<file path="config.mk">
export PLATFORM = sky130hd
export DESIGN_NAME = pt_walker
export DESIGN_NICKNAME = d
export VERILOG_FILES = /design/src/rtl/pw_pkg.sv /design/src/rtl/pw_entry_check.sv /design/src/rtl/pw_addr_sel.sv /design/src/rtl/pt_walker.sv
export SDC_FILE = /design/constraint.sdc
export NUM_CORES = 1
export LEC_CHECK = 0
export BUFFER_PORTS_ARGS = -buffer_cell sky130_fd_sc_hd__buf_4
export CAP_MARGIN = 20
export CORE_MARGIN = 2
export CORE_UTILIZATION = 25
export DETAILED_ROUTE_END_ITERATION = 8
export GPL_ROUTABILITY_DRIVEN = 1
export PLACE_DENSITY = 0.5
export SLEW_MARGIN = 10
export SYNTH_ARGS = -nofsm -noshare
export SYNTH_HDL_FRONTEND = slang
export SYNTH_SLANG_ARGS = --single-unit
</file>
<file path="constraint.sdc">
create_clock -name clk -period 2.35 [get_ports clk]
set_input_delay 0.47 -clock clk [delete_from_list [all_inputs] [get_ports clk]]
set_output_delay 0.47 -clock clk [all_outputs]
set_load 0.02 [all_outputs]
</file>
<file path="src/rtl/pw_pkg.sv">
package pw_pkg;
  parameter int PW_AW    = 32;
  parameter int PW_OFS_W = 12;
  parameter int PW_IDX_W = 10;
  localparam int PW_FRM_W = PW_AW - PW_OFS_W;

  localparam int BIT_P  = 0;
  localparam int BIT_RW = 1;
  localparam int BIT_US = 2;
  localparam int BIT_A  = 5;
  localparam int BIT_D  = 6;

  typedef logic [PW_AW-1:0] word_t;

  typedef enum logic [2:0] {
    ST_IDLE, ST_RD_DIR, ST_WB_DIR, ST_RD_TBL, ST_WB_TBL
  } walk_st_e;

  function automatic word_t dir_entry_addr(word_t base, word_t lin);
    return {base[PW_AW-1:PW_OFS_W], lin[PW_AW-1 -: PW_IDX_W], 2'b00};
  endfunction

  function automatic word_t tbl_entry_addr(word_t ent, word_t lin);
    return {ent[PW_AW-1:PW_OFS_W], lin[PW_OFS_W+PW_IDX_W-1:PW_OFS_W], 2'b00};
  endfunction

  function automatic word_t phys_of(word_t ent, word_t lin);
    return {ent[PW_AW-1:PW_OFS_W], lin[PW_OFS_W-1:0]};
  endfunction

  function automatic logic entry_denied(word_t ent, logic usr, logic wr);
    return !ent[BIT_P] || (usr && !ent[BIT_US]) || (usr && wr && !ent[BIT_RW]);
  endfunction

  function automatic word_t entry_marked(word_t ent, logic leaf, logic wr);
    word_t r;
    r = ent;
    r[BIT_A] = 1'b1;
    if (leaf && wr) r[BIT_D] = 1'b1;
    return r;
  endfunction
endpackage

</file>
<file path="src/rtl/pw_entry_check.sv">
module pw_entry_check
  import pw_pkg::*;
(
  input  logic [PW_AW-1:0] ent,
  input  logic             usr,
  input  logic             wr,
  input  logic             leaf,
  output logic             denied,
  output logic [PW_AW-1:0] upd,
  output logic             changed
);
  always_comb begin
    denied  = entry_denied(ent, usr, wr);
    upd     = entry_marked(ent, leaf, wr);
    changed = (upd != ent);
  end
endmodule

</file>
<file path="src/rtl/pw_addr_sel.sv">
module pw_addr_sel
  import pw_pkg::*;
(
  input  logic             tbl_phase,
  input  logic [PW_AW-1:0] base,
  input  logic [PW_AW-1:0] pde,
  input  logic [PW_AW-1:0] lin,
  output logic [PW_AW-1:0] addr
);
  always_comb begin
    if (tbl_phase) addr = tbl_entry_addr(pde, lin);
    else           addr = dir_entry_addr(base, lin);
  end
endmodule

</file>
<file path="src/rtl/pt_walker.sv">
module pt_walker
  import pw_pkg::*;
(
  input  logic             clk,
  input  logic             rst_n,
  input  logic             xl_valid,
  input  logic [PW_AW-1:0] xl_lin,
  input  logic             xl_write,
  input  logic             xl_user,
  input  logic             paging_en,
  input  logic [PW_AW-1:0] dir_base,
  output logic             mem_req,
  output logic             mem_we,
  output logic [PW_AW-1:0] mem_addr,
  output logic [PW_AW-1:0] mem_wdata,
  input  logic             mem_ack,
  input  logic [PW_AW-1:0] mem_rdata,
  output logic             xl_done,
  output logic             xl_fault,
  output logic [PW_AW-1:0] xl_phys,
  output logic [PW_AW-1:0] fault_lin
);
  walk_st_e         state;
  logic [PW_AW-1:0] lin_q, base_q, pde_q, pte_q;
  logic             wr_q, usr_q;

  // named internal events
  logic             st_idle, dir_phase, tbl_phase, rd_phase, leaf_phase;
  logic             ent_denied, ent_changed;
  logic [PW_AW-1:0] ent_in, ent_upd;

  assign st_idle    = (state == ST_IDLE);
  assign dir_phase  = (state == ST_RD_DIR) || (state == ST_WB_DIR);
  assign tbl_phase  = (state == ST_RD_TBL) || (state == ST_WB_TBL);
  assign rd_phase   = (state == ST_RD_DIR) || (state == ST_RD_TBL);
  assign leaf_phase = (state == ST_RD_TBL);
  assign ent_in     = rd_phase ? mem_rdata : '0;

  pw_entry_check i_check (
    .ent     (ent_in),
    .usr     (usr_q),
    .wr      (wr_q),
    .leaf    (leaf_phase),
    .denied  (ent_denied),
    .upd     (ent_upd),
    .changed (ent_changed)
  );

  pw_addr_sel i_addr (
    .tbl_phase (tbl_phase),
    .base      (base_q),
    .pde       (pde_q),
    .lin       (lin_q),
    .addr      (mem_addr)
  );

  assign mem_req   = !st_idle;
  assign mem_we    = (state == ST_WB_DIR) || (state == ST_WB_TBL);
  assign mem_wdata = (state == ST_WB_DIR) ? pde_q : pte_q;

  always_ff @(posedge clk) begin
    if (!rst_n) begin
      state     <= ST_IDLE;
      lin_q     <= '0;
      base_q    <= '0;
      pde_q     <= '0;
      pte_q     <= '0;
      wr_q      <= 1'b0;
      usr_q     <= 1'b0;
      xl_done   <= 1'b0;
      xl_fault  <= 1'b0;
      xl_phys   <= '0;
      fault_lin <= '0;
    end else begin
      xl_done  <= 1'b0;
      xl_fault <= 1'b0;
      case (state)
        ST_IDLE: begin
          if (xl_valid) begin
            lin_q  <= xl_lin;
            base_q <= dir_base;
            wr_q   <= xl_write;
            usr_q  <= xl_user;
            if (!paging_en) begin
              xl_phys <= xl_lin;
              xl_done <= 1'b1;
            end else begin
              state <= ST_RD_DIR;
            end
          end
        end
        ST_RD_DIR: begin
          if (mem_ack) begin
            if (ent_denied) begin
              xl_fault  <= 1'b1;
              fault_lin <= lin_q;
              state     <= ST_IDLE;
            end else begin
              pde_q <= ent_upd;
              state <= ent_changed ? ST_WB_DIR : ST_RD_TBL;
            end
          end
        end
        ST_WB_DIR: begin
          if (mem_ack) state <= ST_RD_TBL;
        end
        ST_RD_TBL: begin
          if (mem_ack) begin
            if (ent_denied) begin
              xl_fault  <= 1'b1;
              fault_lin <= lin_q;
              state     <= ST_IDLE;
            end else if (ent_changed) begin
              pte_q <= ent_upd;
              state <= ST_WB_TBL;
            end else begin
              pte_q   <= ent_upd;
              xl_phys <= phys_of(ent_upd, lin_q);
              xl_done <= 1'b1;
              state   <= ST_IDLE;
            end
          end
        end
        ST_WB_TBL: begin
          if (mem_ack) begin
            xl_phys <= phys_of(pte_q, lin_q);
            xl_done <= 1'b1;
            state   <= ST_IDLE;
          end
        end
        default: state <= ST_IDLE;
      endcase
    end
  end
endmodule

</file>
==> flow_summary.yaml <==
die:
  die_height_um: 191
  dieWidth_um: 191
  top_level_ports: 235
  coreArea_sq_mm: 0.0345
  rows: 68
  die_area_sq_mm: 0.0365
  start_util_pct: 25.4
placed_design:
  gp_congestion: 0.817
  dp_cells: 1672
  port_buffers: 220
  dp_hpwl_mm: 23.1
  place_area_sq_mm: 0.0110
layout:
  final_cells: 1712
  post_route_cells_drive_above_1_share_pct: 31.1
  syn2layout_area_growth_pct: 38.8
  design_area_sq_mm: 0.0121
  nets: 1347
  n_antenna_cell: 0
drt:
  via_per_inst: 4.98
  postRouteWirelength_mm: 33.0
  drtPass1Iterations: 5
  ant_nets: 0
  vias: 8526
  first_iter_violations: 532
  routedWlPerCell_um: 19.3
  drc: 0
grt:
  grt_use_total_pct: 17.9
  grt_antenna_before_repair: 0
  grt_start_max_net_pins: 67
  grt_overflow: 0
  grt_pass1_vias: 7955
  grt_pass1_wl_mm: 49.8
timing:
  fin_ws_ps: -143
  min_period_ps: 2490
  drv_slew: 0
  final.setup_skew_ps: 9.23
  hold_ws_ps: 265
  worst_slew_pin_slew_ps: 563
  setup_viol: 62
  hold_violations: 0
  fmax_ghz: 0.401
  relSlewSlack_pct: 62.3
  fin_crit_sh_pct: 106
  rsz0062_at_grt: "yes"
pwr:
  power_mw: 7.45
  p_switching_mw: 2.17
  p_comb_share_pct: 15.2
  p_int_mw: 5.29
  netSwitchingFraction_pct: 29.1
  clkPwrFrac_pct: 39.7
  leakage_nw: 4.80
  p_per_area_mw_per_mm2: 614
  ir_worst_vdd_v: 0.000515
  pwr-share-seq_pct: 45.1
synthesis:
  synth_edf_count: 0
  synthMostInstantiatedCell: "dfxtp_1"
  ys_ff_latch: 187
  synthTopCellsByArea: "dfxtp_1, a21oi_1, mux2_2"
  syn_inst: 1063
  synth.avg_cell_area_sq_um: 8.23
  yosys_most_used_dff: "dfxtp_1"
  async_reset_ff_share_pct: 0
  synth.distinct_cells: 45
  synth_area_sq_mm: 0.00875
  ys.warnings.count: 0
  yosys.area.top_type_share_pct: 42.8
  yosys-top-cells-count: "dfxtp_1, nand2_1, a21oi_1"
  yosysTopAreaCell: "dfxtp_1"
  synth_seq_area_share_pct: 42.8
clock_tree:
  cts_buffers: 17
  htreeDepth: 4
  clock_latency_ps: 440
  cts_root_buffer: "clkbuf_16"
  cts.sinks: 187
  clk_pin_slew_worst_paths_ps: 80
  cts_tree: "built"
  cts_buffer_depth: 2
flow_run:
  maxCapViolations: 0
run_status:
  outcome: "finished with violations"
  failed_checks: "negative setup slack"
critical_path:
  path_class: "reg2out"
  endpoint_kind: "output pin"
  cp.required_ps: 1880
  worstPathArrival_ps: 2020
  worstPathMaxFanout: 19
  reg2reg_depth: 8
  critPathLaunchType: "flop"
min_path:
  hp-class: "in2reg"
  hold_depth: 3
-- metal layers --
metal	share of wire, %	global-route usage, %	vias up
met5	0	0	-
met4	1.8	5.36	0
met3	6.6	4.35	31
met2	46	27.8	269
met1	46	24.5	4067
li1	-	-	4159
-- what timing repair did --
| item | 4_1_cts | 5_1_grt |
|---|---|---|
| gates resized for setup | 107 | 6 |
| pin swaps | 0 | 2 |
| hold buffers | 0 | 0 |
| gates cloned | 2 | 1 |
| endpoints found under the setup margin | 63 | 64 |
| buffers inserted | 6 | 2 |
-- state kept, by name, summed over array words and instances (netlist names) --
| signal | flops |
|---|---|
| usr_q | 1 |
| pte_q | 32 |
| pde_q | 32 |
| lin_q | 32 |
| xl_phys | 32 |
| wr_q | 1 |
| base_q | 20 |
| state | 3 |
| fault_lin | 32 |
| xl_fault | 1 |
| xl_done | 1 |
-- power by group through the flow --
stage | Sequential (mW) | Clock (mW) | Combinational, mW
floorplan | 3.45 | 0 | 0.547
global placement | 3.44 | 0 | 1.09
detailed placement | 3.44 | 0 | 1.10
CTS | 3.36 | 3.06 | 1.14
global route | 3.38 | 3.18 | 1.23
finish | 3.36 | 2.95 | 1.14
-- layout make-up --
class / instances / area (sq um)
timing repair buffer: 273 / 2510
tap: 455 / 569
multi-input combinational: 761 / 4710
clock inverter: 14 / 150
inverter: 4 / 18.8
fill: 3636 / 22300
clock buffer: 18 / 439
sequential: 187 / 3750
-- cell usage in the layout, fill, tap and decap left out, types with 17 or more instances in the layout --
cell type	n
mux2_2	17
mux2_4	45
clkbuf_16	18
nand3_1	24
o22ai_1	20
dfxtp_1	184
nand4_1	40
mux2i_1	33
buf_6	49
o21ai_0	115
a21oi_1	158
buf_4	203
nand2_1	174
-- worst max-delay path: stages (launching register included) --
cell and delay [ps]:
dfxtp_2 330, or3b_4 430, nand2_8 110, buf_16 190, mux2_2 370, buf_4 160
-- cells by family after synthesis --
kind of cell	Yosys count	synth area share (%)
buffers and inverters	116	6.01
muxes	95	11.8
AOI/OAI and AO/OA	355	22.9
and+or+nand+nor	309	16.5
DFF	187	42.8
other	1	0.0429
-- metrics by stage --
stage / setup TNS (ps) / util (%) / setup slack, ps
after floorplan: 0 / - / 339
after global placement: 0 / 32.0 / 217
after detailed placement: 0 / 32.0 / 197
after CTS: -7380 / 35.2 / -173
after global routing: -10100 / 35.2 / -201
final: -5640 / 35.2 / -143
-- path summary, 6_finish.rpt --
check / startpoint / endpoint / slack, ps
worst max-delay path: state[0] / mem_addr[11] / -140
worst min-delay path: dir_base[23] / base_q[23] / 270
worst max register to register: state[2] / pte_q[15] / 260
worst min register to register: base_q[12] / base_q[12] / 450
No activity file was read; power rests on OpenSTA's default activity.
